<file path="config.mk">
export PLATFORM = sky130hd
export DESIGN_NAME = fhl_walker
export DESIGN_NICKNAME = d
export VERILOG_FILES = /design/src/rtl/fhl_pkg.sv /design/src/rtl/fhl_hdr_decode.sv /design/src/rtl/fhl_step_check.sv /design/src/rtl/fhl_walker.sv
export SDC_FILE = /design/constraint.sdc
export NUM_CORES = 1
export LEC_CHECK = 0
export BUFFER_PORTS_ARGS = -buffer_cell sky130_fd_sc_hd__buf_2
export CORE_UTILIZATION = 28
export CTS_CLUSTER_SIZE = 14
export DETAILED_ROUTE_END_ITERATION = 7
export PLACE_DENSITY_LB_ADDON = 0.25
export SLEW_MARGIN = 5
export SYNTH_ARGS = -nofsm -noshare
export SYNTH_HDL_FRONTEND = slang
export SYNTH_SLANG_ARGS = --single-unit
</file>
<file path="constraint.sdc">
create_clock -name clk -period 5.85 [get_ports clk]
set_input_delay 0.2925 -clock clk [delete_from_list [all_inputs] [get_ports clk]]
set_output_delay 0.2925 -clock clk [all_outputs]
set_load 0.02 [all_outputs]
</file>
<file path="src/rtl/fhl_pkg.sv">
package fhl_pkg;
    localparam int WORD_W    = 64;
    localparam int OFS_W     = 24;
    localparam int TYP_W     = 4;
    localparam int ID_W      = 12;
    localparam int REV_W     = 4;
    localparam int RSVD_W    = WORD_W - TYP_W - 1 - OFS_W - REV_W - ID_W;
    localparam int IMPL_BIT  = 60;
    localparam int PTAB_OFS  = 'h38;
    localparam int WORD_B    = 8;

    localparam logic [TYP_W-1:0] TYPE_ACC  = 4'd1;
    localparam logic [TYP_W-1:0] TYPE_PRIV = 4'd3;
    localparam logic [TYP_W-1:0] TYPE_CONT = 4'd4;
    localparam logic [ID_W-1:0]  ID_MGMT   = 12'd0;
    localparam logic [ID_W-1:0]  ID_PORT   = 12'd1;

    typedef struct packed {
        logic [TYP_W-1:0]  typ;
        logic [RSVD_W-1:0] rsvd;
        logic              eol;
        logic [OFS_W-1:0]  nxt;
        logic [REV_W-1:0]  rev;
        logic [ID_W-1:0]   id;
    } hdr_t;

    typedef enum logic [2:0] {
        ST_IDLE, ST_HREQ, ST_HWAIT, ST_PREQ, ST_PWAIT, ST_EMIT
    } st_t;
endpackage

</file>
<file path="src/rtl/fhl_hdr_decode.sv">
module fhl_hdr_decode
    import fhl_pkg::*;
(
    input  logic [WORD_W-1:0] word_i,
    output hdr_t              hdr_o,
    output logic              is_mgmt_o
);
    always_comb begin
        hdr_o     = hdr_t'(word_i);
        is_mgmt_o = (hdr_o.typ == TYPE_CONT) && (hdr_o.id == ID_MGMT);
    end
endmodule

</file>
<file path="src/rtl/fhl_step_check.sv">
module fhl_step_check
    import fhl_pkg::*;
#(
    parameter int AW = 32
) (
    input  logic [AW-1:0]    cur_i,
    input  logic [OFS_W-1:0] ofs_i,
    input  logic             eol_i,
    input  logic [AW:0]      lim_i,
    output logic [AW-1:0]    nxt_o,
    output logic             fin_o,
    output logic             bad_o
);
    localparam int EW = AW + 2;
    logic [EW-1:0] sum, tail;

    always_comb begin
        sum   = EW'(cur_i) + EW'(ofs_i);
        tail  = sum + EW'(WORD_B);
        nxt_o = sum[AW-1:0];
        fin_o = 1'b1;
        bad_o = 1'b0;
        if (eol_i) begin
            bad_o = 1'b0;
        end else if (ofs_i == '0) begin
            bad_o = 1'b1;
        end else if (ofs_i[2:0] != 3'b000) begin
            bad_o = 1'b1;
        end else if (tail > EW'(lim_i)) begin
            bad_o = 1'b1;
        end else begin
            fin_o = 1'b0;
        end
    end
endmodule

</file>
<file path="src/rtl/fhl_walker.sv">
module fhl_walker
    import fhl_pkg::*;
#(
    parameter int AW    = 32,
    parameter int NPORT = 4,
    parameter int CW    = 8
) (
    input  logic              clk,
    input  logic              rst_n,
    input  logic              start_i,
    input  logic [AW-1:0]     base_i,
    input  logic [AW-1:0]     len_i,
    output logic              rd_req_o,
    output logic [AW-1:0]     rd_addr_o,
    input  logic              rd_rdy_i,
    input  logic              rsp_vld_i,
    input  logic [63:0]       rsp_data_i,
    output logic              rec_valid_o,
    input  logic              rec_ready_i,
    output logic [AW-1:0]     rec_addr_o,
    output logic [3:0]        rec_type_o,
    output logic [11:0]       rec_id_o,
    output logic [3:0]        rec_rev_o,
    output logic [NPORT-1:0]  rec_port_mask_o,
    output logic              busy_o,
    output logic              done_o,
    output logic              err_o,
    output logic [CW-1:0]     rec_cnt_o
);
    localparam int PIW = (NPORT > 1) ? $clog2(NPORT) : 1;
    localparam logic [PIW-1:0] PLAST = PIW'(NPORT - 1);

    typedef struct packed {
        st_t              st;
        logic [AW-1:0]    cur;
        logic [AW:0]      lim;
        hdr_t             hdr;
        logic [NPORT-1:0] mask;
        logic [PIW-1:0]   pidx;
        logic [CW-1:0]    cnt;
        logic             done;
        logic             err;
    } regs_t;

    regs_t q, d;
    hdr_t          dec;
    logic          dec_mgmt;
    logic [AW-1:0] step_nxt;
    logic          step_fin, step_bad;

    fhl_hdr_decode u_dec (
        .word_i    (rsp_data_i),
        .hdr_o     (dec),
        .is_mgmt_o (dec_mgmt)
    );

    fhl_step_check #(.AW(AW)) u_step (
        .cur_i (q.cur),
        .ofs_i (q.hdr.nxt),
        .eol_i (q.hdr.eol),
        .lim_i (q.lim),
        .nxt_o (step_nxt),
        .fin_o (step_fin),
        .bad_o (step_bad)
    );

    always_comb begin
        d      = q;
        d.done = 1'b0;
        unique case (q.st)
            ST_IDLE: begin
                if (start_i) begin
                    d.cnt = '0;
                    d.err = 1'b0;
                    d.cur = base_i;
                    d.lim = {1'b0, base_i} + {1'b0, len_i};
                    if (base_i[2:0] != 3'b000 || len_i < AW'(WORD_B)) begin
                        d.err  = 1'b1;
                        d.done = 1'b1;
                    end else begin
                        d.st = ST_HREQ;
                    end
                end
            end
            ST_HREQ:  if (rd_rdy_i) d.st = ST_HWAIT;
            ST_HWAIT: begin
                if (rsp_vld_i) begin
                    d.hdr  = dec;
                    d.mask = '0;
                    d.pidx = '0;
                    d.st   = dec_mgmt ? ST_PREQ : ST_EMIT;
                end
            end
            ST_PREQ:  if (rd_rdy_i) d.st = ST_PWAIT;
            ST_PWAIT: begin
                if (rsp_vld_i) begin
                    d.mask[q.pidx] = rsp_data_i[IMPL_BIT];
                    if (q.pidx == PLAST) begin
                        d.st = ST_EMIT;
                    end else begin
                        d.pidx = q.pidx + 1'b1;
                        d.st   = ST_PREQ;
                    end
                end
            end
            ST_EMIT: begin
                if (rec_ready_i) begin
                    d.cnt = q.cnt + 1'b1;
                    if (step_fin) begin
                        d.st   = ST_IDLE;
                        d.done = 1'b1;
                        d.err  = step_bad;
                    end else begin
                        d.cur = step_nxt;
                        d.st  = ST_HREQ;
                    end
                end
            end
            default: d.st = ST_IDLE;
        endcase
    end

    always_ff @(posedge clk) begin
        if (!rst_n) begin
            q <= '0;
        end else begin
            q <= d;
        end
    end

    always_comb begin
        rd_req_o  = (q.st == ST_HREQ) || (q.st == ST_PREQ);
        rd_addr_o = q.cur;
        if (q.st == ST_PREQ)
            rd_addr_o = q.cur + AW'(PTAB_OFS) + (AW'(q.pidx) << 3);
    end

    assign rec_valid_o     = (q.st == ST_EMIT);
    assign rec_addr_o      = q.cur;
    assign rec_type_o      = q.hdr.typ;
    assign rec_id_o        = q.hdr.id;
    assign rec_rev_o       = q.hdr.rev;
    assign rec_port_mask_o = q.mask;
    assign busy_o          = (q.st != ST_IDLE);
    assign done_o          = q.done;
    assign err_o           = q.err;
    assign rec_cnt_o       = q.cnt;

    a_r10_req_hold: assert property (@(posedge clk) disable iff (!rst_n)
        rd_req_o && !rd_rdy_i |=> rd_req_o && $stable(rd_addr_o));

    a_r9_rec_hold: assert property (@(posedge clk) disable iff (!rst_n)
        rec_valid_o && !rec_ready_i |=> rec_valid_o && $stable(rec_addr_o)
            && $stable(rec_id_o) && $stable(rec_type_o) && $stable(rec_port_mask_o));

    a_r8_aligned_read: assert property (@(posedge clk) disable iff (!rst_n)
        rd_req_o |-> rd_addr_o[2:0] == 3'b000);

    a_r5_done_pulse: assert property (@(posedge clk) disable iff (!rst_n)
        done_o |=> !done_o);

    a_r5_done_idle: assert property (@(posedge clk) disable iff (!rst_n)
        done_o |-> !busy_o && !rec_valid_o);

    a_r3_mask_empty: assert property (@(posedge clk) disable iff (!rst_n)
        rec_valid_o && !(rec_type_o == TYPE_CONT && rec_id_o == ID_MGMT)
            |-> rec_port_mask_o == '0);
endmodule

</file>
[After elaboration in Yosys (flattened, before gate mapping)]
Index checks and enable logic that the tools add are counted.
Word-level totals
  register bits after elaboration: 129
  bits of input ports: 134
  output and inout bits: 101
  logic and storage cells: 92
Operators by class
  $add $sub $neg: 7
  magnitude comparators: 4
  eq/ne operators: 17
  muxes and demuxes: 31
  reduce and logical (&&, ||, !) cells: 20
Operators by type and width (number)
  $mux W68: 1
  $mux W32: 2
  $pmux W32 S2: 1
  $mux W35: 1
  $add A34 B4 Y34 const B: 1
  $gt A34 B33 Y1: 1
  $add A32 B24 Y33: 1
  $add A32 B32 Y33: 1
  $add A32 B5 Y32: 1
  $add A32 B6 Y32 const B: 1
  $lt A32 B4 Y1 const B: 1
  $logic_not A24 Y1: 1
  $mux W3: 7
  $mux W10: 2
  $pmux W10 S2: 1
  $pmux W3 S6: 1
  $ne A2 B2 Y1 const B: 8
  $logic_not A12 Y1: 1
  $mux W6: 2
  $pmux W6 S2: 1
  $reduce_and A4 Y1: 3
  $reduce_bool A3 Y1: 3
  $add A8 B1 Y8 const B: 1
  $mux W1: 7
  other kinds (19): 29

[Longest topological paths before layout]
  depth after elaboration: 10
  mapped depth: 26

[Hierarchy]
A second synthesis with hierarchy kept.
Unflattened totals
  cell total of the unflattened synthesis: 1588
  area, all modules: 11817.6 um^2
Modules (own cells, without submodules)
  fhl_walker: instances 1, cells an instance 1051, area an instance 7991.4 um^2, sequential area each 2582.5 um^2
  fhl_step_check: instances 1, cells an instance 468, area an instance 3309.4 um^2, sequential area each 0.0 um^2
  fhl_hdr_decode: instances 1, cells an instance 69, area an instance 516.7 um^2, sequential area each 0.0 um^2

[Worst setup path after synthesis]
Ideal clock, no wire load.
  path kind: reg-to-reg
  start point: reg q, in the netlist rec_addr_o[0]
  end point: reg q, in the netlist rec_addr_o[18]
  setup time: 0.116 ns
  data arrival time: 5.179 ns
  required time: 5.734 ns
  path slack: 0.555 ns
  stages on the path, launching flop included: 27
  period minus slack after synthesis: 5.295 ns
  path through: dfxtp_1 ha_1 inv_1 fa_1 nor2b_4 o21a_1 nor3_1 nor2_1 ha_1 inv_1 a211o_1 nor4_1 nand3_1 nor4_4 nand3_1 xor2_1 ha_1 a21o_1 a21o_1 a21oi_1 o211ai_1 a211oi_1 o21ai_0 o21ai_1 clkbuf_1 o211ai_1 o211a_1
On the way
  longest elaborated chain between the ends: 9
  elaborated cells on any way between the ends: 12
Ends and longest elaborated chain
  from (decl): RTL line fhl_walker.sv:45  | regs_t q, d;
  from (signal assigned): RTL line fhl_walker.sv:125  | q <= '0;
  from (signal assigned): RTL line fhl_walker.sv:127  | q <= d;
  $add A32 B24 Y33 *: RTL line fhl_step_check.sv:18  | sum = EW'(cur_i) + EW'(ofs_i);
  $add A34 B4 Y34: RTL line fhl_step_check.sv:19  | tail = sum + EW'(WORD_B);
  $gt A34 B33 Y1: RTL line fhl_step_check.sv:29  | end else if (tail > EW'(lim_i)) begin
  $mux W1: RTL line fhl_step_check.sv:29
  $mux W1: RTL line fhl_step_check.sv:27  | end else if (ofs_i[2:0] != 3'b000) begin
  $mux W1: RTL line fhl_step_check.sv:25  | end else if (ofs_i == '0) begin
  $mux W1: RTL line fhl_step_check.sv:23  | if (eol_i) begin
  $ne A2 B2 Y1 (no source line)
  $reduce_and A4 Y1 (no source line)
Every way passes the cells marked *; elsewhere a longest branch is shown, timed or not. The select of a mux whose other input is x is not followed.
A chain may end at the register's enable or synchronous reset.

[Worst setup path in the final report]
  start point: reg q[32] (netlist bit)
  end point: reg q, in the netlist rec_addr_o[25]
On the way
  longest elaborated chain between the ends: 9
  elaborated cells on any way between the ends: 14
Ends and longest elaborated chain (RTL line)
  $add A32 B24 Y33: fhl_step_check.sv:18
  $add A34 B4 Y34: fhl_step_check.sv:19
  $gt A34 B33 Y1: fhl_step_check.sv:29
  $mux W1: fhl_step_check.sv:29
  $mux W1: fhl_step_check.sv:27
  $mux W1: fhl_step_check.sv:25
  $mux W1: fhl_step_check.sv:23
  $ne A2 B2 Y1 (no source line)
  $reduce_and A4 Y1 (no source line)
Several ways; a longest one is shown, not always the timed one. The select of a mux whose other input is x is not followed.

==> impl_metrics.ini <==
[outcome]
status = complete, no violations

[min_path]
holdPathStages = 3
min_path_type = in2reg
worstHoldEndpoint = rec_rev_o[3]$_SDFFE_PN0P_
hp-start = rsp_data_i[15]

[setup_path]
critical_path.endpoint_type = flop
cp_slowest_cell = fa_2
ff2ff_setup_slack_ns = 0.44
worstPathRequired_ns = 6.18
arrival_ns = 5.73
worst-r2r-cell-count = 29
crit_type = reg2reg
slowest_delay_ns = 0.37
cp_max_fo = 11
start_kind = flop
r2r-start = q[32]$_SDFFE_PN0P_
regToRegEndpoint = rec_addr_o[25]$_SDFFE_PN0P_

[floorplan]
row_count = 73
io_pins = 235
initial_core_util_pct = 28.3
die_h_um = 203
core_area_um2 = 39700
die-area_um2 = 41000
die_w_um = 203

[layout]
seqCellArea_um2 = 2580
nNetsFinal = 1909
drive_above_1_share_pct = 22.7
multi_input_area_um2 = 7650
fillers = 4269
final_cell_mix = 215 x nand2_1, 215 x buf_2, 137 x a21oi_1
syn_to_final_growth_pct = 20.0

[clock_network]
cts_root_buf = clkbuf_16
clockBufferDepth = 2
h-tree-depth = 4
cts_num_sinks = 129
path_clk_slew_ns = 0.07
cts_tree = yes
cts_buffers = 17
clock_latency_ns = 0.44

[place]
post-place-ws_ns = 0.00108
gp_congestion = 0.878
dpl.hpwl_um = 30500
io_buffer_count = 215

[logic_synthesis]
ys_warn_count = 0
synth_cells = 1491
ys_top_cells_by_area = dfxtp_1 23%, ha_1 11%, nand2_1 7.2%, a21oi_1 6.1%, buf_4 4.6%
synth_cell_types = 98
synthArstFlopShare_pct = 0
synth_flop_cell = dfxtp_1
ys_seq_area_share_pct = 22.9
syn_area_um2 = 11300
synth_seq_cells = 129
avgSynthCellArea_um2 = 7.55
yosys.area.top_type = dfxtp_1
synth_edf_count = 0
syn_nets = 1728
synth_top_area_share_pct = 22.9

[sta]
fin_crit_sh_pct = 92.4
maxClockFrequency_mhz = 185
fin_ws_ns = 0.444
slew_headroom_pct = 34.4
final_hold_viol_count = 0
setup_viol = 0
tns_ns = 0
fin_crit_ns = 5.41
skew_ns = 0.0174
worstMarginPinSlew_ns = 0.982
whs_ns = 0.0860
rsz0062_at_grt = no
drv_slew = 0

[drt]
vias_per_cell = 5.00
vias = 11000
drc = 0
dr.first_iter.drc_count = 703
drt-total-wl_um = 37800
ant_nets = 0
firstDrtPassIters = 5
wl_per_cell_um = 17.1

[global_route]
grt_pass1_wl_um = 58700
antenna_found_initial = 2
grt_max_degree = 82
track_usage_pct = 18.3
grt_pass1_vias = 10300
grt-ovfl-total = 0

[run]
maxCapViolCount = 0

[power]
power_density_nw_per_um2 = 210
p_leak_nw = 5.88
peakVddDrop_uv = 192
cell families after synthesis:
logic type / share of synthesized area [%]
xor gates and xnor gates: 7.45
buffers and inverters: 9.54
DFF: 22.9
AOI/OAI and AO/OA: 23.6
muxes: 0.289
and+or+nand+nor: 24.5
adders and majority gates: 11.6
metrics by stage:
stage	utilization (%)	instance area, µm²	cells	total power, mW
2_1_floorplan	-	11300	1491	1.46
6_report	34.0	13500	2211	2.84
3_3_place_gp	32.2	12800	2174	1.68
4_1_cts	33.9	13500	2209	2.85
5_1_grt	34.0	13500	2211	2.99
3_5_place_dp	32.2	12800	2174	1.69
per-layer routing:
layer | GRT usage, % | share of wire (%)
met1 | 27.2 | 52
met2 | 27.5 | 43
met5 | 0 | 0
met3 | 2.73 | 3.9
met4 | 4.54 | 1.5
cells in the mapped netlist (all sizes together) (5+ instances only):
cell / instances
buf: 78
and2: 17
ha: 100
a21o: 32
o31a: 6
a211oi: 26
o21ai: 48
nand3b: 5
and4: 6
inv: 71
nand4: 25
o211ai: 18
or2: 6
nor4: 23
nor3: 21
xnor2: 59
nor2b: 7
a2111oi: 6
nand2: 215
o21a: 12
dfxtp: 129
a21oi: 137
nand2b: 17
a311oi: 20
nand3: 59
or3: 7
nor2: 116
a21boi: 7
xor2: 35
o211a: 8
and3: 22
a31oi: 20
clkbuf: 59
where the power goes:
part           total, mW  internal (mW)  switching [mW]
registers          0.952          0.921          0.0312
logic              0.731          0.302           0.429
clock network       1.15          0.701           0.452
sequential cells by signal, indices dropped and copies added, names as in the netlist:
name / cells
rec_id_o: 12
q: 63
err_o: 1
rec_addr_o: 32
rec_rev_o: 4
done_o: 1
rec_cnt_o: 8
rec_port_mask_o: 4
rec_type_o: 4
area by class of cell:
| class | count | area share [%] |
|---|---|---|
| timing repair buffer | 299 | 12.7 |
| sequential | 129 | 19.1 |
| clock buffer | 19 | 3.35 |
| inverter | 72 | 2.01 |
| clock inverter | 13 | 1.29 |
| antenna | 1 | 0.0185 |
| multi-input combinational | 1153 | 56.6 |
| tap | 525 | 4.86 |
worst max-delay path by stage:
stage,start,to,slack [ns],cells past startpoint
final,q[32]$_SDFFE_PN0P_,rec_addr_o[25]$_SDFFE_PN0P_,0.44,29
after global routing,q[32]$_SDFFE_PN0P_,rec_addr_o[30]$_SDFFE_PN0P_,0.05,29
after detailed placement,q[32]$_SDFFE_PN0P_,rec_addr_o[25]$_SDFFE_PN0P_,0.001,28
after floorplan,rec_addr_o[0]$_SDFFE_PN0P_,rec_addr_o[18]$_SDFFE_PN0P_,0.55,26
after CTS,q[32]$_SDFFE_PN0P_,rec_addr_o[30]$_SDFFE_PN0P_,0.06,29
after global placement,q[32]$_SDFFE_PN0P_,rec_addr_o[25]$_SDFFE_PN0P_,0.08,27
worst max-delay path: cells and delay by family (launching register included):
kind | cells | cell delay (ns)
XOR/XNOR | 1 | 0.17
AO/OA/AOI/OAI | 10 | 1.85
AND/OR/NAND/NOR | 8 | 1.09
buffers and inverters | 6 | 0.80
flip-flops | 1 | 0.36
adder cells (fa/ha/maj) | 4 | 1.02
timing repair:
item,CTS,global route
hold buffers,0,0
setup buffers,3,1
pin swaps,1,3
gates resized for setup,0,8
setup endpoints to repair,3,35
Power figures use the tool's default switching activity.
